**config.mk**
```make
export PLATFORM = sky130hd
export DESIGN_NAME = csm_matcher
export DESIGN_NICKNAME = d
export VERILOG_FILES = /design/src/rtl/csm_pkg.sv /design/src/rtl/csm_regs.sv /design/src/rtl/csm_bank_cmp.sv /design/src/rtl/csm_prio.sv /design/src/rtl/csm_matcher.sv
export SDC_FILE = /design/constraint.sdc
export NUM_CORES = 1
export LEC_CHECK = 0
export BUFFER_PORTS_ARGS = -buffer_cell sky130_fd_sc_hd__clkbuf_2
export CAP_MARGIN = 40
export CORE_MARGIN = 3
export CORE_UTILIZATION = 42
export DETAILED_ROUTE_END_ITERATION = 10
export PLACE_DENSITY = 0.58
export SETUP_SLACK_MARGIN = 0.3
export SYNTH_ARGS = -nofsm -noshare
export SYNTH_HDL_FRONTEND = slang
export SYNTH_HIERARCHICAL = 1
export SYNTH_SLANG_ARGS = --single-unit
```
**constraint.sdc**
```tcl
create_clock -name clk -period 3.8 [get_ports clk]
set_input_delay 0.19 -clock clk [delete_from_list [all_inputs] [get_ports clk]]
set_output_delay 0.19 -clock clk [all_outputs]
set_load 0.01 [all_outputs]
```
**src/rtl/csm_pkg.sv**
```systemverilog
package csm_pkg;
    localparam int BR_VALID   = 0;
    localparam int BR_PS_LSB  = 5;
    localparam int BR_BI      = 7;
    localparam int BR_WP      = 8;
    localparam int BR_AT_LSB  = 9;
    localparam int OR_ATM_LSB = 9;
    localparam int CMP_LSB    = 12;
    localparam int TYPE_W     = 3;
    localparam int PS_W       = 2;
    localparam logic [TYPE_W-1:0] EXT_MASTER_TYPE = 3'b100;

    typedef enum logic [1:0] {
        SEL_BASE   = 2'd0,
        SEL_OPTION = 2'd1,
        SEL_STATUS = 2'd2,
        SEL_NONE   = 2'd3
    } cfg_kind_e;
endpackage

```
**src/rtl/csm_regs.sv**
```systemverilog
module csm_regs
    import csm_pkg::*;
#(
    parameter int N_BANKS = 4,
    parameter int ADDR_W  = 32,
    parameter int SEL_W   = 4,
    localparam int BA_W   = ADDR_W - CMP_LSB,
    localparam int IDX_W  = (N_BANKS > 1) ? $clog2(N_BANKS) : 1
) (
    input  logic                           clk,
    input  logic                           rst_n,
    input  logic                           cfg_we,
    input  logic [SEL_W-1:0]               cfg_sel,
    input  logic [ADDR_W-1:0]              cfg_wdata,
    input  logic                           set_viol,
    input  logic [IDX_W-1:0]               set_idx,
    output logic [N_BANKS-1:0]             valid_q,
    output logic [N_BANKS-1:0]             wp_q,
    output logic [N_BANKS-1:0]             bi_q,
    output logic [N_BANKS-1:0][PS_W-1:0]   ps_q,
    output logic [N_BANKS-1:0][TYPE_W-1:0] at_q,
    output logic [N_BANKS-1:0][BA_W-1:0]   base_q,
    output logic [N_BANKS-1:0][TYPE_W-1:0] atm_q,
    output logic [N_BANKS-1:0][BA_W-1:0]   mask_q,
    output logic [N_BANKS-1:0]             flags_q
);
    cfg_kind_e          kind;
    logic [IDX_W-1:0]   widx;
    logic [N_BANKS-1:0] clr_vec;
    logic [N_BANKS-1:0] set_vec;

    always_comb begin
        kind = SEL_NONE;
        widx = '0;
        if (int'(cfg_sel) < N_BANKS) begin
            kind = SEL_BASE;
            widx = IDX_W'(cfg_sel);
        end else if (int'(cfg_sel) < 2 * N_BANKS) begin
            kind = SEL_OPTION;
            widx = IDX_W'(int'(cfg_sel) - N_BANKS);
        end else if (int'(cfg_sel) == 2 * N_BANKS) begin
            kind = SEL_STATUS;
        end
    end

    always_comb begin
        clr_vec = '0;
        set_vec = '0;
        if (cfg_we && kind == SEL_STATUS) clr_vec = cfg_wdata[N_BANKS-1:0];
        if (set_viol) set_vec[set_idx] = 1'b1;
    end

    genvar b;
    generate
        for (b = 0; b < N_BANKS; b++) begin : g_bank
            always_ff @(posedge clk) begin
                if (!rst_n) begin
                    valid_q[b] <= 1'b0;
                    wp_q[b]    <= 1'b0;
                    bi_q[b]    <= 1'b0;
                    ps_q[b]    <= '0;
                    at_q[b]    <= '0;
                    base_q[b]  <= '0;
                    atm_q[b]   <= '0;
                    mask_q[b]  <= '0;
                end else if (cfg_we && widx == IDX_W'(b)) begin
                    unique case (kind)
                        SEL_BASE: begin
                            valid_q[b] <= cfg_wdata[BR_VALID];
                            wp_q[b]    <= cfg_wdata[BR_WP];
                            bi_q[b]    <= cfg_wdata[BR_BI];
                            ps_q[b]    <= cfg_wdata[BR_PS_LSB +: PS_W];
                            at_q[b]    <= cfg_wdata[BR_AT_LSB +: TYPE_W];
                            base_q[b]  <= cfg_wdata[ADDR_W-1:CMP_LSB];
                        end
                        SEL_OPTION: begin
                            atm_q[b]   <= cfg_wdata[OR_ATM_LSB +: TYPE_W];
                            mask_q[b]  <= cfg_wdata[ADDR_W-1:CMP_LSB];
                        end
                        SEL_STATUS, SEL_NONE: ;
                    endcase
                end
            end
        end
    endgenerate

    always_ff @(posedge clk) begin
        if (!rst_n) flags_q <= '0;
        else        flags_q <= (flags_q & ~clr_vec) | set_vec;
    end

    logic unused_wdata;
    assign unused_wdata = ^{cfg_wdata[BR_PS_LSB-1:1]};
endmodule

```
**src/rtl/csm_bank_cmp.sv**
```systemverilog
module csm_bank_cmp
    import csm_pkg::*;
#(
    parameter int BA_W = 20
) (
    input  logic              valid,
    input  logic [BA_W-1:0]   base,
    input  logic [BA_W-1:0]   mask,
    input  logic [TYPE_W-1:0] at,
    input  logic [TYPE_W-1:0] atm,
    input  logic [BA_W-1:0]   req_hi,
    input  logic [TYPE_W-1:0] eff_type,
    output logic              match
);
    logic addr_eq;
    logic type_eq;

    always_comb begin
        addr_eq = ((req_hi ^ base) & mask) == '0;
        type_eq = ((eff_type ^ at) & atm) == '0;
        match   = valid && addr_eq && type_eq;
    end
endmodule

```
**src/rtl/csm_prio.sv**
```systemverilog
module csm_prio #(
    parameter int N_BANKS = 4,
    localparam int IDX_W  = (N_BANKS > 1) ? $clog2(N_BANKS) : 1
) (
    input  logic [N_BANKS-1:0] req,
    output logic               any,
    output logic [IDX_W-1:0]   idx
);
    always_comb begin
        any = 1'b0;
        idx = '0;
        for (int i = N_BANKS - 1; i >= 0; i--) begin
            if (req[i]) begin
                any = 1'b1;
                idx = IDX_W'(i);
            end
        end
    end
endmodule

```
**src/rtl/csm_matcher.sv**
```systemverilog
module csm_matcher
    import csm_pkg::*;
#(
    parameter int N_BANKS = 4,
    parameter int ADDR_W  = 32,
    localparam int SEL_W  = $clog2(2 * N_BANKS + 1),
    localparam int IDX_W  = (N_BANKS > 1) ? $clog2(N_BANKS) : 1,
    localparam int BA_W   = ADDR_W - CMP_LSB
) (
    input  logic               clk,
    input  logic               rst_n,
    input  logic               cfg_we,
    input  logic [SEL_W-1:0]   cfg_sel,
    input  logic [ADDR_W-1:0]  cfg_wdata,
    input  logic               req_valid,
    input  logic [ADDR_W-1:0]  req_addr,
    input  logic [TYPE_W-1:0]  req_type,
    input  logic               req_ext_master,
    input  logic               req_write,
    output logic               hit,
    output logic [N_BANKS-1:0] cs,
    output logic [IDX_W-1:0]   bank_idx,
    output logic [PS_W-1:0]    port_size,
    output logic               burst_inhibit,
    output logic               wp_violation,
    output logic [N_BANKS-1:0] viol_flags
);
    logic [N_BANKS-1:0]             valid_q, wp_q, bi_q;
    logic [N_BANKS-1:0][PS_W-1:0]   ps_q;
    logic [N_BANKS-1:0][TYPE_W-1:0] at_q, atm_q;
    logic [N_BANKS-1:0][BA_W-1:0]   base_q, mask_q;
    logic [N_BANKS-1:0]             match_vec;
    logic [TYPE_W-1:0]              eff_type;
    logic                           any_match;
    logic [IDX_W-1:0]               win_idx;
    logic                           win_wp;

    csm_regs #(.N_BANKS(N_BANKS), .ADDR_W(ADDR_W), .SEL_W(SEL_W)) u_regs (
        .clk      (clk),
        .rst_n    (rst_n),
        .cfg_we   (cfg_we),
        .cfg_sel  (cfg_sel),
        .cfg_wdata(cfg_wdata),
        .set_viol (wp_violation),
        .set_idx  (win_idx),
        .valid_q  (valid_q),
        .wp_q     (wp_q),
        .bi_q     (bi_q),
        .ps_q     (ps_q),
        .at_q     (at_q),
        .base_q   (base_q),
        .atm_q    (atm_q),
        .mask_q   (mask_q),
        .flags_q  (viol_flags)
    );

    assign eff_type = req_ext_master ? EXT_MASTER_TYPE : req_type;

    genvar b;
    generate
        for (b = 0; b < N_BANKS; b++) begin : g_cmp
            csm_bank_cmp #(.BA_W(BA_W)) u_cmp (
                .valid   (valid_q[b]),
                .base    (base_q[b]),
                .mask    (mask_q[b]),
                .at      (at_q[b]),
                .atm     (atm_q[b]),
                .req_hi  (req_addr[ADDR_W-1:CMP_LSB]),
                .eff_type(eff_type),
                .match   (match_vec[b])
            );
        end
    endgenerate

    csm_prio #(.N_BANKS(N_BANKS)) u_prio (
        .req(match_vec),
        .any(any_match),
        .idx(win_idx)
    );

    always_comb begin
        win_wp        = wp_q[win_idx];
        wp_violation  = req_valid && any_match && req_write && win_wp;
        hit           = req_valid && any_match && !wp_violation;
        bank_idx      = win_idx;
        cs            = '0;
        port_size     = '0;
        burst_inhibit = 1'b0;
        if (hit) begin
            cs[win_idx]   = 1'b1;
            port_size     = ps_q[win_idx];
            burst_inhibit = bi_q[win_idx];
        end
    end

    logic unused_addr;
    assign unused_addr = ^{req_addr[CMP_LSB-1:0]};
endmodule

```
==> results of run 1 <==
-- metal layers --
layer	GRT usage, %	up-vias
met4	4.12	0
met5	0	-
li1	-	3266
met1	26.0	3104
met3	2.24	27
met2	27.9	99
-- per-stage QoR --
stage	utilization, %	hold WS (ps)	setup WS [ps]	std cells
after floorplan	-	291	715	913
after global placement	45.9	383	533	1229
after detailed placement	46.5	389	539	1234
after CTS	50.3	2.81	351	1278
after global routing	50.6	29.2	282	1281
final	50.6	16.1	419	1281
-- registers in the layout, summed over array words and instances (netlist names) --
register,count
u_regs/bi_q,4
u_regs/base_q,80
u_regs/atm_q,12
u_regs/ps_q,8
u_regs/wp_q,4
u_regs/valid_q,4
u_regs/mask_q,80
u_regs/at_q,12
u_regs/flags_q,4
-- power breakdown --
group / total (mW) / internal (mW) / switching (mW)
clock: 2.14 / 1.28 / 0.865
combinational: 0.295 / 0.110 / 0.185
sequential: 2.22 / 2.21 / 0.0158
-- final cells by class --
class,count,area [um2],share of cell area (%)
Clock buffer,34,667,6.23
Timing Repair Buffer,102,684,6.39
Tap cell,275,344,3.21
Multi-Input combinational cell,652,4780,44.6
Inverter,4,15.0,0.140
Clock inverter,6,58.8,0.549
Sequential cell,208,4160,38.9
-- critical path, cell delays in order, from the launching register on --
cell,delay (ps)
dfxtp_1,320
xor2_1,160
a22o_1,270
a221oi_2,230
nand3_1,200
nor3_2,230
nand2b_1,140
a21oi_4,310
mux4_2,550
nor2b_1,140
clkbuf_2,130
-- kinds of logic (layout without fill, tap and decap cells) --
family	count (synthesis)	in the layout	synth area share (%)
compound gates	55	55	5.24
xor+xnor	92	92	8.85
buf+inv	53	146	3.00
flops	208	208	45.7
mux	209	209	23.4
simple gates	296	296	13.8
-- what timing repair did --
item	CTS	global route
endpoints found under the hold margin	4	0
pin swaps	1	4
hold buffers	4	0
resized for setup	4	10
buffers inserted	0	3
setup endpoints to repair	4	9
-- worst max path at each step --
stage / end / slack (ps)
3_3_place_gp: u_regs/flags_q[0] / 530
2_1_floorplan: u_regs/flags_q[1] / 710
5_1_grt: cs[3] / 280
4_1_cts: port_size[1] / 350
6_report: port_size[0] / 420
3_5_place_dp: u_regs/flags_q[1] / 540
-- synth_stat cells, drive strengths merged (6+ instances only) --
| cell | instances | share of area, % |
|---|---|---|
| xor2 | 92 | 8.9 |
| clkbuf | 23 | 0.95 |
| nor2 | 7 | 0.29 |
| mux2i | 206 | 23 |
| a22oi | 20 | 1.6 |
| nand2 | 241 | 10 |
| buf | 26 | 1.9 |
| nor2b | 8 | 0.55 |
| a221oi | 12 | 1.7 |
| nor3 | 6 | 0.55 |
| dfxtp | 208 | 46 |
| nand3 | 10 | 0.55 |
| a22o | 12 | 1.2 |
-- cell usage in the layout (no fill, tap or decap), drive strengths merged, types with 5 or more instances in the layout --
cell    count
inv         5
nor2b       8
a22oi      20
a221oi     12
dfxtp     208
mux2i     206
nand3      10
nand2     241
a22o       12
xor2       92
buf        21
clkbuf    111
nand2b      5
nor2        7
nor3        6
==> impl_results.md, run 1 <==
- Outcome: finished, final reports clean
- Slew margin rel.: 44.0%
- Post-DP HPWL: 14.1 mm
- Via count: 6496
- Max Clk Rate: 296 MHz
- DR iter-0 viols: 317
- Die width: 153 um
- Initial core utilization: 43.0%
- Drt wl/cell: 16.5 um
- WL met2: 9.38 mm
- Fin nets: 1068
- Vias in the first global route: 6431
- Asr flop ratio synth: 0%
- Standard-cell rows: 53
- Cell Area, Placed: 0.00984 mm2
- Cells after synthesis: 913
- Slew Limit Fails: 0
- Clk slew on worst S/H paths: 60 ps
- Skew final: 12.7 ps
- Gpl congestion: 0.746
- PD cells: 435 mW/mm2
- Clock latency at the later pin of the worst-skew pair: 510 ps
- GRT overflow: 0
- Reg2Reg Capture Point: u_regs/flags_q[0]
- Syn_nets: 990
- Worst Path Arrival: 3190 ps
- M1 WL: 10.6 mm
- Core area: 0.0212 mm2
- Final Cycle Share: 89.0%
- Count of final setup violators: 0
- Filler cells: 1967
- Final min period: 3380 ps
- Critical Path Start: u_regs/base_q[73]
- CTS tree: built
- Seq cells post-synth: 208
- Worst vdd ir: 0.000316 V
- Post-synth EDFFs: 0
- Ant. Diodes: 0
- Ys flop type: dfxtp_1
- Min-delay src: cfg_wdata[6]
- Yosys warning count: 6
- CTS buffer count: 23
- CTS H-tree lvls: 1
- Top sig layer: met4
- Layout cells sized above 1: 16.8%
- Worst Path Required: 3610 ps
- Fin. Hold Viols: 0
- Die H: 153 um
- CTS Buffer Depth: 3
- I/O Pins: 92
- Total die area: 0.0235 mm2
- Launching point of the worst reg2reg path: u_regs/base_q[73]
- Antenna-violating nets left: 0
- Drc violations: 0
- Register area share after synthesis: 45.7%
- Static Leak: 5.06 nW
- Syn Area/Cell: 9.97 um2
- Drt via density: 5.07
- Overall Global Routing Usage: 17.7%
- Final Total Pwr: 4.66 mW
- R2R depth: 13
- Post-Syn Area: 0.00910 mm2
- Max cap viols: 0
- Routed length on met3: 731 um
- DRT Wirelength: 21.1 mm
- Buffers added on ports: 78
- Initial antenna violation count: 0
- Worst setup SP type: flip-flop
- CP Class: reg2out
- Root Driver: clkbuf_16
- Synth cell types: 40
- Worst R2R Setup Slack: 760 ps
- Synth-to-Final Area Change: 17.6%
- First-pass GRT wire length: 34.5 mm
- Final instance area: 0.0107 mm2
- Hold crit path type: in2reg
- Largest fanout on the critical path: 6
- Worst Hold Depth: 3
- TritonCTS Sinks: 208
- Min-Delay Endpoint: u_regs/ps_q[3]
- Total Negative Setup Slacks: 0 ps
- Largest net degree at the start of global routing: 69
- RSZ-0062 raised after global routing: yes
- Worst Max-Slew Pin Slew: 840 ps
- Drt pass-1 iters: 4
- Setup crit end kind: output pin
Power figures use the tool's default switching activity.
==> run 2: changes to the inputs <==
- CAP_MARGIN: 40 -> not set
- clock period: 3.8 -> 3.6 ns (I/O delays scaled with it)
==> impl_results.md, run 2 (synthesis results as in run 1) <==
- CP Class: reg2out
- Critical Path Start: u_regs/base_q[33]
- Worst R2R Setup Slack: 660 ps (-100 ps)
- Static Leak: 5.09 nW (+0.48%)
- Count of final setup violators: 0 (unchanged)
- Drc violations: 0 (unchanged)
- Initial antenna violation count: 0 (unchanged)
- Worst Setup EP: port_size[1]
- Final core utilization: 50.7% (+0.095 points)
- Drt wl/cell: 16.7 um (+1.6%)
- Clock latency at the later pin of the worst-skew pair: 510 ps (about the same)
- Net Sw Power: 1.13 mW (+6.0%)
- Largest regs: u_regs/base_q x80, u_regs/mask_q x80
- Final Total Pwr: 5.03 mW (+8.0%)
- Core area: 0.0212 mm2 (unchanged)
- Slew margin rel.: 23.6% (-20 points)
- Total die area: 0.0235 mm2 (unchanged)
- Worst Path Arrival: 3060 ps (-130 ps)
- CP delay by family, top: compound AO/OA/AOI/OAI gates
- Root Driver: clkbuf_16
- Final min period: 3240 ps
- Layout cells sized above 1: 17.3% (+0.46 points)
- Largest fanout on the critical path: 6 (unchanged)
- Fin cells: 1283 (+0.16%)
- Crit. path cell count: 11 (+1)
- DRT Wirelength: 21.5 mm (+1.8%)
- Setup crit end kind: output pin
- CTS tree: built
- Skew final: 6.99 ps (-5.69 ps)
- Slowest library cell on the worst path: mux4_2
- Max Clk Rate: 309 MHz
- Worst setup SP type: flip-flop
- Worst Path Required: 3420 ps (-190 ps)
- Ant. Diodes: 0 (unchanged)
- Pre-CTS setup slack: 365 ps (-174 ps)
- Sequential power share: 46.7% (-1.0 points)
- Worst Max-Slew Pin Slew: 1150 ps (+305 ps)
- Worst vdd ir: 0.000331 V (+4.8%)
- Setup slack after layout: 360 ps (-58.8 ps)
- RSZ-0062 raised after global routing: yes
- WP buf/inv: 3 (+2)
- Slew Limit Fails: 0 (unchanged)
- Largest net degree at the start of global routing: 66 (-4.3%)
- I/O Pins: 92 (unchanged)
- Clock power frac: 47.1% (+1.1 points)
- PD cells: 469 mW/mm2 (+7.8%)
- GRT overflow: 0 (unchanged)
- Commonest non-fill, non-tap cell in the layout: nand2_1
- Launching point of the worst reg2reg path: u_regs/base_q[54]
- Final Cycle Share: 90.0%
- Hold crit path type: in2reg
- Most frequent cells in the layout: nand2_1, dfxtp_1, mux2i_1
- CTS buffer count: 24 (+4.3%)
- First-pass GRT wire length: 34.5 mm (about the same)
- Max cap viols: 0 (unchanged)
- Antenna-violating nets left: 0 (unchanged)
- Total internal power: 3.90 mW (+8.6%)
- Post-DP HPWL: 13.8 mm (-2.7%)
- Placed Cells: 1231 (-0.24%)
- Outcome: finished, final reports clean
- Die H: 153 um (unchanged)
- Gpl congestion: 0.768 (+3.0%)
- Die width: 153 um (unchanged)
- Drt via density: 5.03 (-0.80%)
- CTS Buffer Depth: 3 (unchanged)
- R2R depth: 14 (+1)
- Buffers added on ports: 78 (unchanged)
- Vias in the first global route: 6536 (+1.6%)
- Standard-cell rows: 53 (unchanged)
- Clk slew on worst S/H paths: 60 ps (about the same)
- Overall Global Routing Usage: 17.8% (+0.11 points)
- Critical path cell sequence: xor2_1, a22o_1, a221oi_2, nand3_2, nor3_2, inv_1, a21oi_4, buf_12, mux4_2, nor2b_1, clkbuf_2
- Drt pass-1 iters: 5 (+1)
- Initial core utilization: 43.0% (unchanged)
- TritonCTS Sinks: 208 (unchanged)
- CTS H-tree lvls: 1 (unchanged)
- Total Negative Setup Slacks: 0 ps (unchanged)
- Reg2Reg Capture Point: u_regs/flags_q[3]
- Fin nets: 1071 (+0.28%)
- Fin. Hold Viols: 0 (unchanged)
- Synth-to-Final Area Change: 17.9%
- DR iter-0 viols: 267 (-16%)
- Critical Path Max Stage Delay: 490 ps (-60 ps)
- Logic pwr share: 6.2% (about the same)
- Sw frac: 22.4% (-0.42 points)
- Via count: 6454 (-0.65%)
- Filler cells: 1968 (+0.051%)
## run 2: changes by cell type in the layout (fill, tap and decap cells not counted), sizes merged
cell / previous run / this run
clkinv: 4 / 2
dlygate4sd3: 4 / 6
clkbuf: 111 / 112
buf: 21 / 22
## run 2: power groups by stage
| stage | logic [mW] | registers [mW] | clock network, mW |
|---|---|---|---|
| 2_1_floorplan | 0.183 | 2.40 | 0 |
| 3_3_place_gp | 0.303 | 2.40 | 0 |
| 3_5_place_dp | 0.303 | 2.40 | 0 |
| 4_1_cts | 0.314 | 2.35 | 2.44 |
| 5_1_grt | 0.347 | 2.35 | 2.52 |
| 6_report | 0.314 | 2.35 | 2.37 |
## run 2: worst min-delay path by stage
stage	cells past startpoint	startpoint	slack, ps	endpoint
after floorplan	1	cfg_wdata[3]	280	u_regs/flags_q[3]
after global placement	2	cfg_wdata[3]	370	u_regs/flags_q[3]
after detailed placement	2	cfg_wdata[3]	380	u_regs/flags_q[3]
after CTS	3	cfg_wdata[0]	1	u_regs/flags_q[0]
after global routing	3	cfg_wdata[5]	30	u_regs/ps_q[4]
final	3	cfg_wdata[0]	30	u_regs/flags_q[0]
## run 2: layout make-up
class	instances	area (um2)	area share, %
Clock buffer	36	727	6.78
Clock inverter	4	48.8	0.455
Inverter	4	15.0	0.140
Multi-Input combinational cell	652	4790	44.7
Sequential cell	208	4170	38.8
Tap cell	275	344	3.21
Timing Repair Buffer	104	636	5.92
## run 2: repair_timing
item / 4_1_cts / 5_1_grt
buffers inserted: 2 / 4
setup endpoints to repair: 9 / 9
resized for setup: 9 / 11
endpoints found under the hold margin: 13 / 0
pin swaps: 2 / 0
hold buffers: 6 / 0
## run 2: through the flow
stage | area (um2) | hold slack, ps
after floorplan | 9100 | 281
after global placement | 9730 | 370
after detailed placement | 9730 | 382
after CTS | 10700 | 1.05
after global routing | 10700 | 27.9
final | 10700 | 25.3
## run 2: per-layer routing
layer | track usage [%] | vias to the layer above | part of all wire [%]
met2 | 28.7 | 112 | 45
met4 | 4.62 | 0 | 1.6
met1 | 25.1 | 3048 | 50
li1 | - | 3268 | -
met5 | 0 | - | 0
met3 | 2.72 | 26 | 4.0
## run 2: worst register-to-register path: stages, from the launching register on
cell,delay (ps)
dfxtp_1,320
xor2_1,160
a22o_1,270
a221oi_2,250
nand3_1,150
nor3_2,220
nor2_1,100
nor3_2,130
buf_6,190
mux2i_4,270
nor2_2,80
o21a_2,260
and3_1,200
o21ai_0,160
a31oi_1,60
==> run 3: changes to the inputs <==
- CTS_BUF_LIST: not set -> sky130_fd_sc_hd__clkbuf_16
==> impl_results.md, run 3 (synthesis results as in run 1) <==
- Outcome: finished, final reports clean
- Drt via density: 5.03 (about the same)
- Max cap viols: 0 (unchanged)
- Static Leak: 5.07 nW (-0.26%)
- Min-delay src: cfg_wdata[0]
- Ant. Diodes: 0 (unchanged)
- Worst Path Required: 3420 ps (about the same)
- Worst Path Arrival: 3070 ps (about the same)
- Overall Global Routing Usage: 17.8% (-0.042 points)
- Initial antenna violation count: 0 (unchanged)
- DRT Wirelength: 21.4 mm (-0.20%)
- Worst Max-Slew Pin Slew: 1150 ps (+9.57 ps)
- RSZ-0062 raised after global routing: yes
- Most frequent cells in the layout: nand2_1, dfxtp_1, mux2i_1
- I/O Pins: 92 (unchanged)
- WL met2: 9.61 mm (+0.64%)
- Count of final setup violators: 0 (unchanged)
- Synth-to-Final Area Change: 17.2%
- DR iter-0 viols: 279 (+4.5%)
- Max Clk Rate: 308 MHz (-0.33%)
- Antenna-violating nets left: 0 (unchanged)
- CTS tree: built
- Hold crit path type: in2reg
- Final instance area: 0.0107 mm2 (-0.56%)
- Root Driver: clkbuf_16
- Vias in the first global route: 6515 (-0.32%)
- TritonCTS Sinks: 208 (unchanged)
- Worst Hold Depth: 3 (unchanged)
- Setup slack after layout: 350 ps (-10.8 ps)
- CP Class: reg2out
- Die width: 153 um (unchanged)
- Commonest non-fill, non-tap cell in the layout: nand2_1
- Buffers added on ports: 78 (unchanged)
- Register Area: 0.00417 mm2 (unchanged)
- Setup crit end kind: output pin
- Largest net degree at the start of global routing: 66 (unchanged)
- Placed Cells: 1231 (unchanged)
- GRT overflow: 0 (unchanged)
- Top sig layer: met4
- Post-DP HPWL: 13.8 mm (unchanged)
- Launching point of the worst reg2reg path: u_regs/base_q[54]
- CTS buffer count: 24 (unchanged)
- Drc violations: 0 (unchanged)
- Worst hold margin: 22.6 ps (-2.74 ps)
- Layout cells sized above 1: 16.7% (-0.60 points)
- Slew Limit Fails: 0 (unchanged)
- Slew margin rel.: 23.0% (-0.64 points)
- First-pass GRT wire length: 34.4 mm (-0.26%)
- Cell Area, Placed: 0.00973 mm2 (unchanged)
- Reg2Reg Capture Point: u_regs/flags_q[3]
- Initial core utilization: 43.0% (unchanged)
- CTS H-tree lvls: 1 (unchanged)
- Skew final: 5.99 ps (-1.00 ps)
- Gpl congestion: 0.768 (unchanged)
- Clock latency at the later pin of the worst-skew pair: 500 ps (about the same)
- Filler cells: 1979 (+0.56%)
- Final Cycle Share: 90.3% (+0.30 points)
- Min-Delay Endpoint: u_regs/flags_q[0]
- Fin cells: 1283 (unchanged)
- Multi-input gate area: 0.00479 mm2 (unchanged)
- Routed length on met3: 984 um (+15%)
- Total die area: 0.0235 mm2 (unchanged)
- Worst vdd ir: 0.000336 V (+1.3%)
- Die H: 153 um (unchanged)
- Drt wl/cell: 16.7 um (-0.20%)
- M1 WL: 10.5 mm (-1.8%)
- R2R depth: 14 (unchanged)
- Final min period: 3250 ps (+10.8 ps)
- Worst R2R Setup Slack: 660 ps (about the same)
- CTS Buffer Depth: 3 (unchanged)
- Worst setup SP type: flip-flop
- Fin nets: 1071 (unchanged)
- Standard-cell rows: 53 (unchanged)
- PD cells: 458 mW/mm2 (-2.3%)
- Drt pass-1 iters: 6 (+1)
- Clk slew on worst S/H paths: 60 ps (about the same)
- Fin. Hold Viols: 0 (unchanged)
- Via count: 6458 (+0.062%)
- Pre-CTS setup slack: 365 ps (unchanged)
- Largest regs: u_regs/base_q x80, u_regs/mask_q x80
- Largest fanout on the critical path: 6 (unchanged)
- Total Negative Setup Slacks: 0 ps (unchanged)
- Core area: 0.0212 mm2 (unchanged)
==> run 3: what timing repair did <==
item                                   4_1_cts  5_1_grt
setup endpoints to repair                    9        9
gates resized for setup                      9       11
endpoints found under the hold margin       13        0
setup buffers                                2        4
pin swaps                                    2        0
hold buffers                                 6        0
==> run 3: how the worst max path moves through the flow <==
stage / startpoint / to / slack [ps] / depth (start not counted)
after global placement: req_ext_master / u_regs/flags_q[0] / 430 / 14
after detailed placement: req_ext_master / u_regs/flags_q[0] / 370 / 14
after global routing: u_regs/base_q[73] / wp_violation / 210 / 12
after floorplan: req_type[1] / u_regs/flags_q[1] / 520 / 14
after CTS: u_regs/base_q[54] / wp_violation / 310 / 12
final: u_regs/base_q[33] / port_size[1] / 350 / 11
==> run 3: area by class of cell <==
cell class | instances | share of cell area (%)
Sequential cell | 208 | 39.0
Multi-Input combinational cell | 652 | 44.9
Timing Repair Buffer | 104 | 5.96
Inverter | 4 | 0.141
Clock buffer | 25 | 5.86
Clock inverter | 15 | 0.844
Tap cell | 275 | 3.23
==> run 3: stage by stage <==
step / total power, mW / util [%]
floorplan: 2.58 / -
detailed placement: 2.70 / 46.0
global route: 5.07 / 50.4
finish: 4.89 / 50.4
CTS: 4.95 / 50.1
global placement: 2.70 / 46.0
==> run 3: metal layers <==
layer,GRT usage [%],vias up
li1,-,3272
met1,25.1,3054
met2,28.9,110
met3,2.69,22
met4,4.24,0
met5,0,-
==> run 3: worst max-delay path: stages (launching register included) <==
cell and delay [ps]:
dfxtp_1 310, xor2_1 160, a22o_1 250, a221oi_2 280, nand3_2 160, nor3_2 230
inv_1 100, a21oi_4 170, buf_12 140, mux4_2 490, nor2b_1 150, clkbuf_2 130
==> run 3: power by group <==
| group | switching, mW | total [mW] | leakage (nW) | internal [mW] |
|---|---|---|---|---|
| Clock | 0.915 | 2.23 | 0.371 | 1.31 |
| Combinational | 0.196 | 0.314 | 3.02 | 0.118 |
| Sequential | 0.0170 | 2.35 | 1.68 | 2.33 |
| Total | 1.13 | 4.89 | 5.07 | 3.76 |
